**config.mk**
```make
export PLATFORM = sky130hd
export DESIGN_NAME = pg_half_swap
export DESIGN_NICKNAME = d
export VERILOG_FILES = /design/src/rtl/pg_half_swap_pkg.sv /design/src/rtl/pg_flag_store.sv /design/src/rtl/pg_half_buf.sv /design/src/rtl/pg_walk_ctrl.sv /design/src/rtl/pg_half_swap.sv
export SDC_FILE = /design/constraint.sdc
export NUM_CORES = 1
export LEC_CHECK = 0
export ABC_AREA = 1
export CAP_MARGIN = 20
export CORE_ASPECT_RATIO = 1.1
export CORE_MARGIN = 10
export CORE_UTILIZATION = 55
export DETAILED_ROUTE_END_ITERATION = 12
export GPL_ROUTABILITY_DRIVEN = 0
export GPL_TIMING_DRIVEN = 0
export PLACE_DENSITY = 0.8
export RECOVER_POWER = 25
export SETUP_SLACK_MARGIN = 0.5
export SYNTH_ARGS = -nofsm -noshare
export SYNTH_HDL_FRONTEND = slang
export SYNTH_SLANG_ARGS = --single-unit
```
**constraint.sdc**
```tcl
create_clock -name clk_i -period 4.8 [get_ports clk_i]
set_input_delay 0.48 -clock clk_i [delete_from_list [all_inputs] [get_ports clk_i]]
set_output_delay 0.48 -clock clk_i [all_outputs]
set_load 0.1 [all_outputs]
```
**src/rtl/pg_half_swap_pkg.sv**
```systemverilog
package pg_half_swap_pkg;

    typedef enum logic [2:0] {
        WALK_IDLE   = 3'd0,
        WALK_DECIDE = 3'd1,
        WALK_RD_LO  = 3'd2,
        WALK_RD_HI  = 3'd3,
        WALK_WR_LO  = 3'd4,
        WALK_WR_HI  = 3'd5
    } walk_state_e;

endpackage

```
**src/rtl/pg_flag_store.sv**
```systemverilog
module pg_flag_store #(
    parameter int NUM_PAGES = 4,
    parameter int PG_W      = 2
) (
    input  logic            clk_i,
    input  logic            rst_ni,
    input  logic            save_en_i,
    input  logic [PG_W-1:0] save_page_i,
    input  logic            save_bit_i,
    input  logic [PG_W-1:0] rd_page_i,
    output logic            rd_vld_o,
    output logic            rd_bit_o
);

    typedef struct packed {
        logic [NUM_PAGES-1:0] vld;
        logic [NUM_PAGES-1:0] bits;
    } flags_t;

    flags_t fl_d, fl_q;

    always_comb begin
        fl_d = fl_q;
        if (save_en_i) begin
            fl_d.vld[save_page_i]  = 1'b1;
            fl_d.bits[save_page_i] = save_bit_i;
        end
    end

    always_ff @(posedge clk_i) begin
        if (!rst_ni) fl_q <= '0;
        else         fl_q <= fl_d;
    end

    assign rd_vld_o = fl_q.vld[rd_page_i];
    assign rd_bit_o = fl_q.bits[rd_page_i];

endmodule

```
**src/rtl/pg_half_buf.sv**
```systemverilog
module pg_half_buf #(
    parameter int DEPTH  = 8,
    parameter int IDX_W  = 3,
    parameter int DATA_W = 64
) (
    input  logic              clk_i,
    input  logic              we_i,
    input  logic [IDX_W-1:0]  widx_i,
    input  logic [DATA_W-1:0] wdata_i,
    input  logic [IDX_W-1:0]  ridx_i,
    output logic [DATA_W-1:0] rdata_o
);

    logic [DATA_W-1:0] slot_rd [DEPTH];

    for (genvar gi = 0; gi < DEPTH; gi++) begin : g_slot
        logic [DATA_W-1:0] slot_d, slot_q;

        always_comb begin
            slot_d = slot_q;
            if (we_i && (widx_i == IDX_W'(gi))) slot_d = wdata_i;
        end

        always_ff @(posedge clk_i) begin
            slot_q <= slot_d;
        end

        assign slot_rd[gi] = slot_q;
    end

    assign rdata_o = slot_rd[ridx_i];

endmodule

```
**src/rtl/pg_walk_ctrl.sv**
```systemverilog
module pg_walk_ctrl
    import pg_half_swap_pkg::*;
#(
    parameter int PG_W       = 2,
    parameter int CH_W       = 5,
    parameter int HB_W       = 3,
    parameter int NUM_CHUNKS = 32,
    parameter int HALF_BEATS = 8,
    localparam int MADDR_W   = PG_W + CH_W + 1 + HB_W
) (
    input  logic               clk_i,
    input  logic               rst_ni,
    input  logic               start_valid_i,
    input  logic [PG_W-1:0]    start_page_i,
    input  logic               start_bit_i,
    input  logic               flag_vld_i,
    input  logic               flag_bit_i,
    output logic [PG_W-1:0]    flag_page_o,
    output logic               mem_req_o,
    output logic               mem_we_o,
    output logic [MADDR_W-1:0] mem_addr_o,
    output logic               wsel_buf_o,
    output logic               cap_we_o,
    output logic [HB_W-1:0]    cap_idx_o,
    output logic [HB_W-1:0]    rd_idx_o,
    output logic               busy_o,
    output logic               done_o,
    output logic               done_dirty_o
);

    localparam logic [HB_W-1:0] BEAT_LAST  = HB_W'(HALF_BEATS - 1);
    localparam logic [CH_W-1:0] CHUNK_LAST = CH_W'(NUM_CHUNKS - 1);

    typedef struct packed {
        walk_state_e     state;
        logic [PG_W-1:0] page;
        logic            nbit;
        logic [CH_W-1:0] chunk;
        logic [HB_W-1:0] beat;
        logic            cap_v;
        logic [HB_W-1:0] cap_idx;
        logic            done;
        logic            dirty;
    } walk_t;

    walk_t st_d, st_q;
    logic  hi_half;

    always_comb begin
        st_d       = st_q;
        st_d.done  = 1'b0;
        st_d.dirty = 1'b0;
        st_d.cap_v = 1'b0;
        mem_req_o  = 1'b0;
        mem_we_o   = 1'b0;
        wsel_buf_o = 1'b0;
        hi_half    = 1'b0;
        case (st_q.state)
            WALK_IDLE: begin
                if (start_valid_i) begin
                    st_d.state = WALK_DECIDE;
                    st_d.page  = start_page_i;
                    st_d.nbit  = start_bit_i;
                end
            end
            WALK_DECIDE: begin
                if (flag_vld_i && (flag_bit_i != st_q.nbit)) begin
                    st_d.state = WALK_RD_LO;
                    st_d.chunk = '0;
                    st_d.beat  = '0;
                end else begin
                    st_d.state = WALK_IDLE;
                    st_d.done  = 1'b1;
                end
            end
            WALK_RD_LO: begin
                mem_req_o    = 1'b1;
                st_d.cap_v   = 1'b1;
                st_d.cap_idx = st_q.beat;
                if (st_q.beat == BEAT_LAST) begin
                    st_d.beat  = '0;
                    st_d.state = WALK_RD_HI;
                end else begin
                    st_d.beat = st_q.beat + 1'b1;
                end
            end
            WALK_RD_HI: begin
                mem_req_o  = 1'b1;
                hi_half    = 1'b1;
                st_d.state = WALK_WR_LO;
            end
            WALK_WR_LO: begin
                mem_req_o  = 1'b1;
                mem_we_o   = 1'b1;
                st_d.state = WALK_WR_HI;
            end
            WALK_WR_HI: begin
                mem_req_o  = 1'b1;
                mem_we_o   = 1'b1;
                hi_half    = 1'b1;
                wsel_buf_o = 1'b1;
                if (st_q.beat == BEAT_LAST) begin
                    st_d.beat = '0;
                    if (st_q.chunk == CHUNK_LAST) begin
                        st_d.state = WALK_IDLE;
                        st_d.done  = 1'b1;
                        st_d.dirty = 1'b1;
                    end else begin
                        st_d.chunk = st_q.chunk + 1'b1;
                        st_d.state = WALK_RD_LO;
                    end
                end else begin
                    st_d.beat  = st_q.beat + 1'b1;
                    st_d.state = WALK_RD_HI;
                end
            end
            default: st_d.state = WALK_IDLE;
        endcase
    end

    always_ff @(posedge clk_i) begin
        if (!rst_ni) st_q <= '0;
        else         st_q <= st_d;
    end

    assign flag_page_o  = st_q.page;
    assign mem_addr_o   = {st_q.page, st_q.chunk, hi_half, st_q.beat};
    assign cap_we_o     = st_q.cap_v;
    assign cap_idx_o    = st_q.cap_idx;
    assign rd_idx_o     = st_q.beat;
    assign busy_o       = (st_q.state != WALK_IDLE);
    assign done_o       = st_q.done;
    assign done_dirty_o = st_q.dirty;

endmodule

```
**src/rtl/pg_half_swap.sv**
```systemverilog
module pg_half_swap #(
    parameter int PAGE_BYTES  = 4096,
    parameter int CHUNK_BYTES = 128,
    parameter int DATA_W      = 64,
    parameter int NUM_PAGES   = 4,
    parameter int PHYS_W      = 40,
    parameter int SWAP_BIT    = 17,
    localparam int BEAT_BYTES = DATA_W / 8,
    localparam int HALF_BEATS = CHUNK_BYTES / 2 / BEAT_BYTES,
    localparam int NUM_CHUNKS = PAGE_BYTES / CHUNK_BYTES,
    localparam int PG_W       = $clog2(NUM_PAGES),
    localparam int CH_W       = $clog2(NUM_CHUNKS),
    localparam int HB_W       = $clog2(HALF_BEATS),
    localparam int MADDR_W    = PG_W + CH_W + 1 + HB_W
) (
    input  logic               clk_i,
    input  logic               rst_ni,
    input  logic               start_valid_i,
    input  logic [PG_W-1:0]    start_page_i,
    input  logic [PHYS_W-1:0]  start_phys_i,
    input  logic               save_valid_i,
    input  logic [PG_W-1:0]    save_page_i,
    input  logic [PHYS_W-1:0]  save_phys_i,
    output logic               mem_req_o,
    output logic               mem_we_o,
    output logic [MADDR_W-1:0] mem_addr_o,
    output logic [DATA_W-1:0]  mem_wdata_o,
    input  logic [DATA_W-1:0]  mem_rdata_i,
    output logic               busy_o,
    output logic               done_o,
    output logic               done_dirty_o
);

    logic            unused_phys;
    logic [PG_W-1:0] flag_page;
    logic            flag_vld, flag_bit;
    logic            wsel_buf, cap_we;
    logic [HB_W-1:0] cap_idx, rd_idx;
    logic [DATA_W-1:0] buf_rdata;

    assign unused_phys = ^{start_phys_i, save_phys_i};

    pg_flag_store #(
        .NUM_PAGES (NUM_PAGES),
        .PG_W      (PG_W)
    ) flags_i (
        .clk_i       (clk_i),
        .rst_ni      (rst_ni),
        .save_en_i   (save_valid_i),
        .save_page_i (save_page_i),
        .save_bit_i  (save_phys_i[SWAP_BIT]),
        .rd_page_i   (flag_page),
        .rd_vld_o    (flag_vld),
        .rd_bit_o    (flag_bit)
    );

    pg_half_buf #(
        .DEPTH  (HALF_BEATS),
        .IDX_W  (HB_W),
        .DATA_W (DATA_W)
    ) hbuf_i (
        .clk_i   (clk_i),
        .we_i    (cap_we),
        .widx_i  (cap_idx),
        .wdata_i (mem_rdata_i),
        .ridx_i  (rd_idx),
        .rdata_o (buf_rdata)
    );

    pg_walk_ctrl #(
        .PG_W       (PG_W),
        .CH_W       (CH_W),
        .HB_W       (HB_W),
        .NUM_CHUNKS (NUM_CHUNKS),
        .HALF_BEATS (HALF_BEATS)
    ) ctrl_i (
        .clk_i         (clk_i),
        .rst_ni        (rst_ni),
        .start_valid_i (start_valid_i),
        .start_page_i  (start_page_i),
        .start_bit_i   (start_phys_i[SWAP_BIT]),
        .flag_vld_i    (flag_vld),
        .flag_bit_i    (flag_bit),
        .flag_page_o   (flag_page),
        .mem_req_o     (mem_req_o),
        .mem_we_o      (mem_we_o),
        .mem_addr_o    (mem_addr_o),
        .wsel_buf_o    (wsel_buf),
        .cap_we_o      (cap_we),
        .cap_idx_o     (cap_idx),
        .rd_idx_o      (rd_idx),
        .busy_o        (busy_o),
        .done_o        (done_o),
        .done_dirty_o  (done_dirty_o)
    );

    assign mem_wdata_o = wsel_buf ? buf_rdata : mem_rdata_i;

endmodule

```
* Word-level counts from Yosys, hierarchy flattened
Cells that the tools add are included.
** Word-level totals
- Register bits :: 540
- Bits in latches :: 0
- RAM bits :: 0
- ROM bits :: 0
- Bits of input ports :: 152
- Logic and storage cells :: 103
- Memories kept :: 0
** Operators by class
- Add/sub/neg operators :: 2
- $mul :: 0
- Divide/modulo/power cells :: 0
- $lt $le $gt $ge :: 4
- Equal/unequal tests :: 20
- Shift operators :: 0
- Multiplexer cells :: 32
- Bitwise operators :: 2
- Reductions and logical operators :: 24
** Operators with widths (number)
- $bmux W64 S3 :: 1
- $mux W64 :: 3
- $eq A3 B3 Y1 const B :: 7
- $pmux W3 S6 :: 1
- $eq A3 B2 Y1 const B :: 4
- $logic_and A1 B1 Y1 :: 10
- $mux W5 :: 2
- $pmux W5 S2 :: 1
- $mux W3 :: 3
- $mux W1 :: 8
- $mux W2 :: 4
- $mux W8 :: 1
- $eq A3 B1 Y1 const B :: 2
- $logic_not A3 Y1 :: 2
- $lt A2 B3 Y1 const B :: 2
- $mux W6 :: 1
- $ne A2 B1 Y1 const B :: 3
- $pmux W3 S2 :: 1
- $reduce_and A2 Y1 :: 3
- $reduce_or A2 Y1 :: 3
- $add A5 B1 Y5 const B :: 1
- $eq A5 B5 Y1 const B :: 1
- $bmux W1 S2 :: 2
- $bwmux W4 :: 1
- other kinds (15) :: 17

* Depth between registers and ports, before layout
Gate-level depths: netlist (run 1).
- Depth in word-level cells :: 6
- Mapped depth :: 11
- Mapped depth without buffers :: 10

* Cells and area by module
From an unflattened synthesis (run 1), not the netlist that was laid out.
** Unflattened totals
- Cells, all modules :: 2644
- Area total of the unflattened synthesis :: 24741.2 µm²
** By module, submodules not included
- pg_half_buf :: times used 1, cells an instance 2230, area each 22376.5 µm², seq. area each 15374.7 µm²
- pg_walk_ctrl :: times used 1, cells an instance 153, area each 1156.1 µm², seq. area each 400.4 µm²
- pg_half_swap :: times used 1, cells an instance 206, area each 844.6 µm², seq. area each 0.0 µm²
- pg_flag_store :: times used 1, cells an instance 55, area each 364.1 µm², seq. area each 160.2 µm²

* Least setup slack after synthesis (run 1)
No wires, ideal clock.
- Path type :: flip-flop to flip-flop
- Start point :: register ctrl_i.st_q (netlist bit ctrl_i.cap_idx_o[2])
- End point :: register hbuf_i.g_slot[0].slot_q[0] (enable)
- Arrival time :: 3.135 ns
- Data required time :: 4.313 ns
- Slack :: 1.178 ns
- Stages on the path, launching flop included :: 4
- Buffers on the path :: 0
- Path through :: dfxtp_1 > inv_1 > nand2_1 > nor2_1
** On the way
- Word-level cells in the longest chain between the ends :: 2
** RTL lines
- from (decl) :: RTL line pg_walk_ctrl.sv:46 : walk_t st_d, st_q;
- from (signal assigned) :: RTL line pg_walk_ctrl.sv:123 : else st_q <= st_d;
- $logic_not A3 Y1 :: RTL line pg_half_buf.sv:21 : if (we_i && (widx_i == IDX_W'(gi))) slot_d = wdata_i;
- $logic_and A1 B1 Y1 :: RTL line pg_half_buf.sv:21
- to (signal assigned) :: RTL line pg_half_buf.sv:25 : slot_q <= slot_d;
- to (decl) :: RTL line pg_half_buf.sv:17 : logic [DATA_W-1:0] slot_d, slot_q;
No other way between the ends.
A chain may end at the register's enable or synchronous reset.

* Worst setup path after layout (run 1)
- Start point :: register ctrl_i.st_q (netlist bit ctrl_i.rd_idx_o[1])
- End point :: output mem_wdata_o[60]
** On the way
- Word-level cells in the longest chain between the ends :: 5
** RTL lines
- $not A3 Y4 (implied by the code) :: RTL line pg_half_buf.sv:31 : assign rdata_o = slot_rd[ridx_i];
- $bmux W64 S3 :: RTL line pg_half_buf.sv:31
- $mux W64 (implied by the code) (2 in series) :: RTL line pg_half_buf.sv:31
- $mux W64 :: RTL line pg_half_swap.sv:97 : assign mem_wdata_o = wsel_buf ? buf_rdata : mem_rdata_i;
- to (decl) :: RTL line pg_half_swap.sv:27 : output logic [DATA_W-1:0] mem_wdata_o,
No other way between the ends. The select of a mux whose other input is x is not followed.

==> results of run 1 <==
## worst min-delay path, cell delays in order, from the launching register on
cell and delay, ns:
dfxtp_1 0.31, inv_1 0.05, a21oi_1 0.05
## worst min-delay path by stage
| stage | end |
|---|---|
| 5_1_grt | flags_i.fl_q[7] |
| 3_5_place_dp | flags_i.fl_q[1] |
| 3_3_place_gp | flags_i.fl_q[3] |
| 2_1_floorplan | flags_i.fl_q[3] |
| 4_1_cts | flags_i.fl_q[1] |
| 6_report | flags_i.fl_q[1] |
## final cells by class
class | count | area share
Inverter | 32 | 0.00478
Sequential cell | 540 | 0.609
Antenna cell | 4 | 0.000382
Tap cell | 507 | 0.0242
Timing Repair Buffer | 170 | 0.0776
Clock inverter | 32 | 0.0115
Multi-Input combinational cell | 992 | 0.196
Clock buffer | 62 | 0.0519
Buffer | 121 | 0.0245
## state kept, by name, summed over array words and instances (netlist names)
name / cells
ctrl_i.done_o: 1
hbuf_i.g_slot.slot_q: 512
ctrl_i.flag_page_o: 2
ctrl_i.done_dirty_o: 1
ctrl_i.st_q: 4
ctrl_i.mem_addr_o: 5
flags_i.fl_q: 8
ctrl_i.cap_idx_o: 3
ctrl_i.rd_idx_o: 3
ctrl_i.cap_we_o: 1
## where the power goes
part / switching, µW / total [µW] / internal [µW]
registers: 7.91 / 5170 / 5160
clock network: 1690 / 4020 / 2330
logic: 452 / 607 / 156
total: 2150 / 9800 / 7650
## metal layers
metal | GRT usage | share of wire | vias to the layer above
met4 | 0.103 | 0.036 | 10
met5 | 0 | 0.00098 | -
met3 | 0.0450 | 0.097 | 162
li1 | - | - | 6646
met1 | 0.278 | 0.36 | 7367
met2 | 0.403 | 0.51 | 938
## repair_timing
| item | in CTS | in global routing |
|---|---|---|
| resized for setup | 6 | 49 |
| endpoints found under the setup margin | 6 | 49 |
| endpoints found under the hold margin | 0 | 0 |
## cell families after synthesis
group / count (synthesis) / synth area share
AO/OA/AOI/OAI: 375 / 0.104
XOR/XNOR: 1 / 0.000402
adder cells (fa/ha/maj): 6 / 0.00345
buffers and inverters: 153 / 0.0352
flip-flops: 540 / 0.732
multiplexers: 52 / 0.0239
AND/OR/NAND/NOR: 558 / 0.102
## cells in the final DEF (no fill, tap or decap), types with 20 or more instances in the layout
cell type        netlist  layout
buf_2                 29      29
buf_4                 20      20
clkbuf_1              51      60
clkbuf_16              0      53
clkdlybuf4s50_1        0      62
dfxtp_1               28      28
dlygate4sd3_1          0      37
dlymetal6s2s_1         0      48
edfxtp_1             512     512
inv_1                 30      30
mux2i_1               52      52
nand2_1              166     166
nand3_1               70      70
nor2_1               311     303
o211ai_1              76      76
o21ai_0              201     201
o21ai_1               26      26
o221ai_1              52      52
## stage by stage
step / utilization / TNS, ns / hold WS, ns / area, µm² / std cells
final: 0.668 / 0 / 0.451 / 26200 / 2460
after CTS: 0.665 / 0 / 0.454 / 26000 / 2456
after global routing: 0.668 / 0 / 0.495 / 26200 / 2458
after floorplan: - / 0 / 0.423 / 21800 / 1685
after global placement: 0.611 / -519.05 / 0.436 / 23900 / 2345
after detailed placement: 0.623 / 0 / 0.444 / 24400 / 2362
==> results.tsv, run 1 <==
stage	metric	value	unit
setup_path	timing.critical_path.arrival	3.77	ns
cts	clock_latency	0.56	ns
cts	ctsHoldBuffers	0	
grt	antenna_found_initial	10	
place	dp_hpwl	37300	µm
detailed_routing	vias_per_cell	6.15	
logic_synthesis	ys_top_cells_by_count	512 x edfxtp_1, 311 x nor2_1, 201 x o21ai_0	
sta	final_hold_viol_count	0	
sta	fmax	235	MHz
sta	setup_violations	0	
die	core_area	39200	µm²
setup_path	path_buf_inv	4	
flow_run	drv_cap	0	
finish	multi_input_area	5140	µm²
detailed_routing	drt-total-wl	58300	µm
die	rows	76	
grt	grt_pass1_vias	15600	
hold_path	min_path_cells	2	
sta	fin_worst_skew	0.00900	ns
cts	cts_buffer_depth	3	
sta	tightest_slew	1.02	ns
detailed_routing	drt-initial-drc-count	1685	
logic_synthesis	syn-num-nets	1843	
die	io_pins	232	
pwr	p_total	9800	µW
cts	tritoncts	built	
setup_path	crit_cells	8	
setup_path	cpPeakStageDelay	0.82	ns
logic_synthesis	synth_flop_cell	edfxtp_1	
detailed_routing	drtPass1Iterations	6	
setup_path	required	4.32	ns
status	outcome	complete, no violations	
pwr	p_per_area	374	nW/µm²
finish	final.fill_count	2665	
sta	max_slew_margin	0.320	
setup_path	r2r_cells	4	
grt	grt_pass1_wl	87700	µm
grt	grt_max_degree	29	
finish	area_growth	20.2	%
die	initial_core_util	0.556	
pwr	ir_worst_vdd	0.274	mV
detailed_routing	wl_per_cell	23.7	µm
pwr	power.leakage	0.00900	µW
sta	fin_crit	4.25	ns
grt	globalRouteOverflowTotal	0	
logic_synthesis	yosysTopAreaCell	edfxtp_1	
place	port_buffers	153	
finish	drive_gt1_frac	0.0811	
logic_synthesis	yosysMostFrequentCell	edfxtp_1	
setup_path	crit_chain	buf_2 -> buf_2 -> clkbuf_1 -> o21ai_0 -> o221ai_1 -> nand3_1 -> nand2_1 -> clkdlybuf4s15_1	
finish	num-nets-final	2066	
setup_path	crit_start	ctrl_i.rd_idx_o[1]	
setup_path	cp-start-kind	flip-flop	
die	die-height	229	µm
setup_path	crit_type	reg2out	
cts	cts_buffers	51	
setup_path	slowest_stage	clkdlybuf4s15_1	
die	die_w	210	µm
cts	cts_post_setup_buffers_inserted	0	
die	die_area	48000	µm²
setup_path	critPathCaptureType	output port	
cts	cts_sinks	540	
sta	maxSlewViolCount	0	
logic_synthesis	syn_area	21800	µm²
cts	cts.clk_slew.worst_paths	0.06	ns
setup_path	crit_path_frequent_cell	buf_2	
cts	clockRootBuffer	clkbuf_16	
logic_synthesis	yosysSeqAreaShare	0.732	
place	dp_slack	1.03	ns
logic_synthesis	synth_cell_type_count	29	
setup_path	crit-reg2reg-launch	ctrl_i.cap_we_o	
sta	fin_crit_sh	0.886	
grt	grt_util_all_layers	0.233	
sta	setup_slack	0.549	ns
logic_synthesis	synth_edf_count	512	
setup_path	timing.rr.end	hbuf_i.g_slot[7].slot_q[13]	
detailed_routing	drc	0	
logic_synthesis	synthTopCellsByArea	edfxtp_1 71%, nor2_1 5.4%, o21ai_0 4.6%	
setup_path	critPathMaxFanout	10	
logic_synthesis	yosysWarnings	0	
finish	register_area	15900	µm²
logic_synthesis	synth_area_per_cell	12.9	µm²
setup_path	cp_top_family	buffers and inverters	
setup_path	cp-endpoint	mem_wdata_o[60]	
logic_synthesis	yosys.area.top_type_share	0.706	
sta	rsz0062_at_grt	false	
detailed_routing	antenna_left	0	
hold_path	hp-class	reg2reg	
cts	htree_levels	2	
hold_path	hold_start	flags_i.fl_q[1]	
detailed_routing	vias	15100	
logic_synthesis	synthCells	1685	
logic_synthesis	async_flop_share	0	
logic_synthesis	ys_ff_latch	540	
setup_path	reg2reg_setup_slack	2.55	ns
Note: power is estimated with default switching activity, not from simulation.
==> run 2: changes to the inputs <==
--- a/config.mk
+++ b/config.mk
@@ -6,6 +6,7 @@
 export NUM_CORES = 1
 export LEC_CHECK = 0
 export ABC_AREA = 1
+export ABC_CLOCK_PERIOD_IN_PS = 4800
 export CAP_MARGIN = 20
 export CORE_ASPECT_RATIO = 1.1
 export CORE_MARGIN = 10
==> results of run 2 <==
Final layout, timing and power as in run 1 (identical DEF).
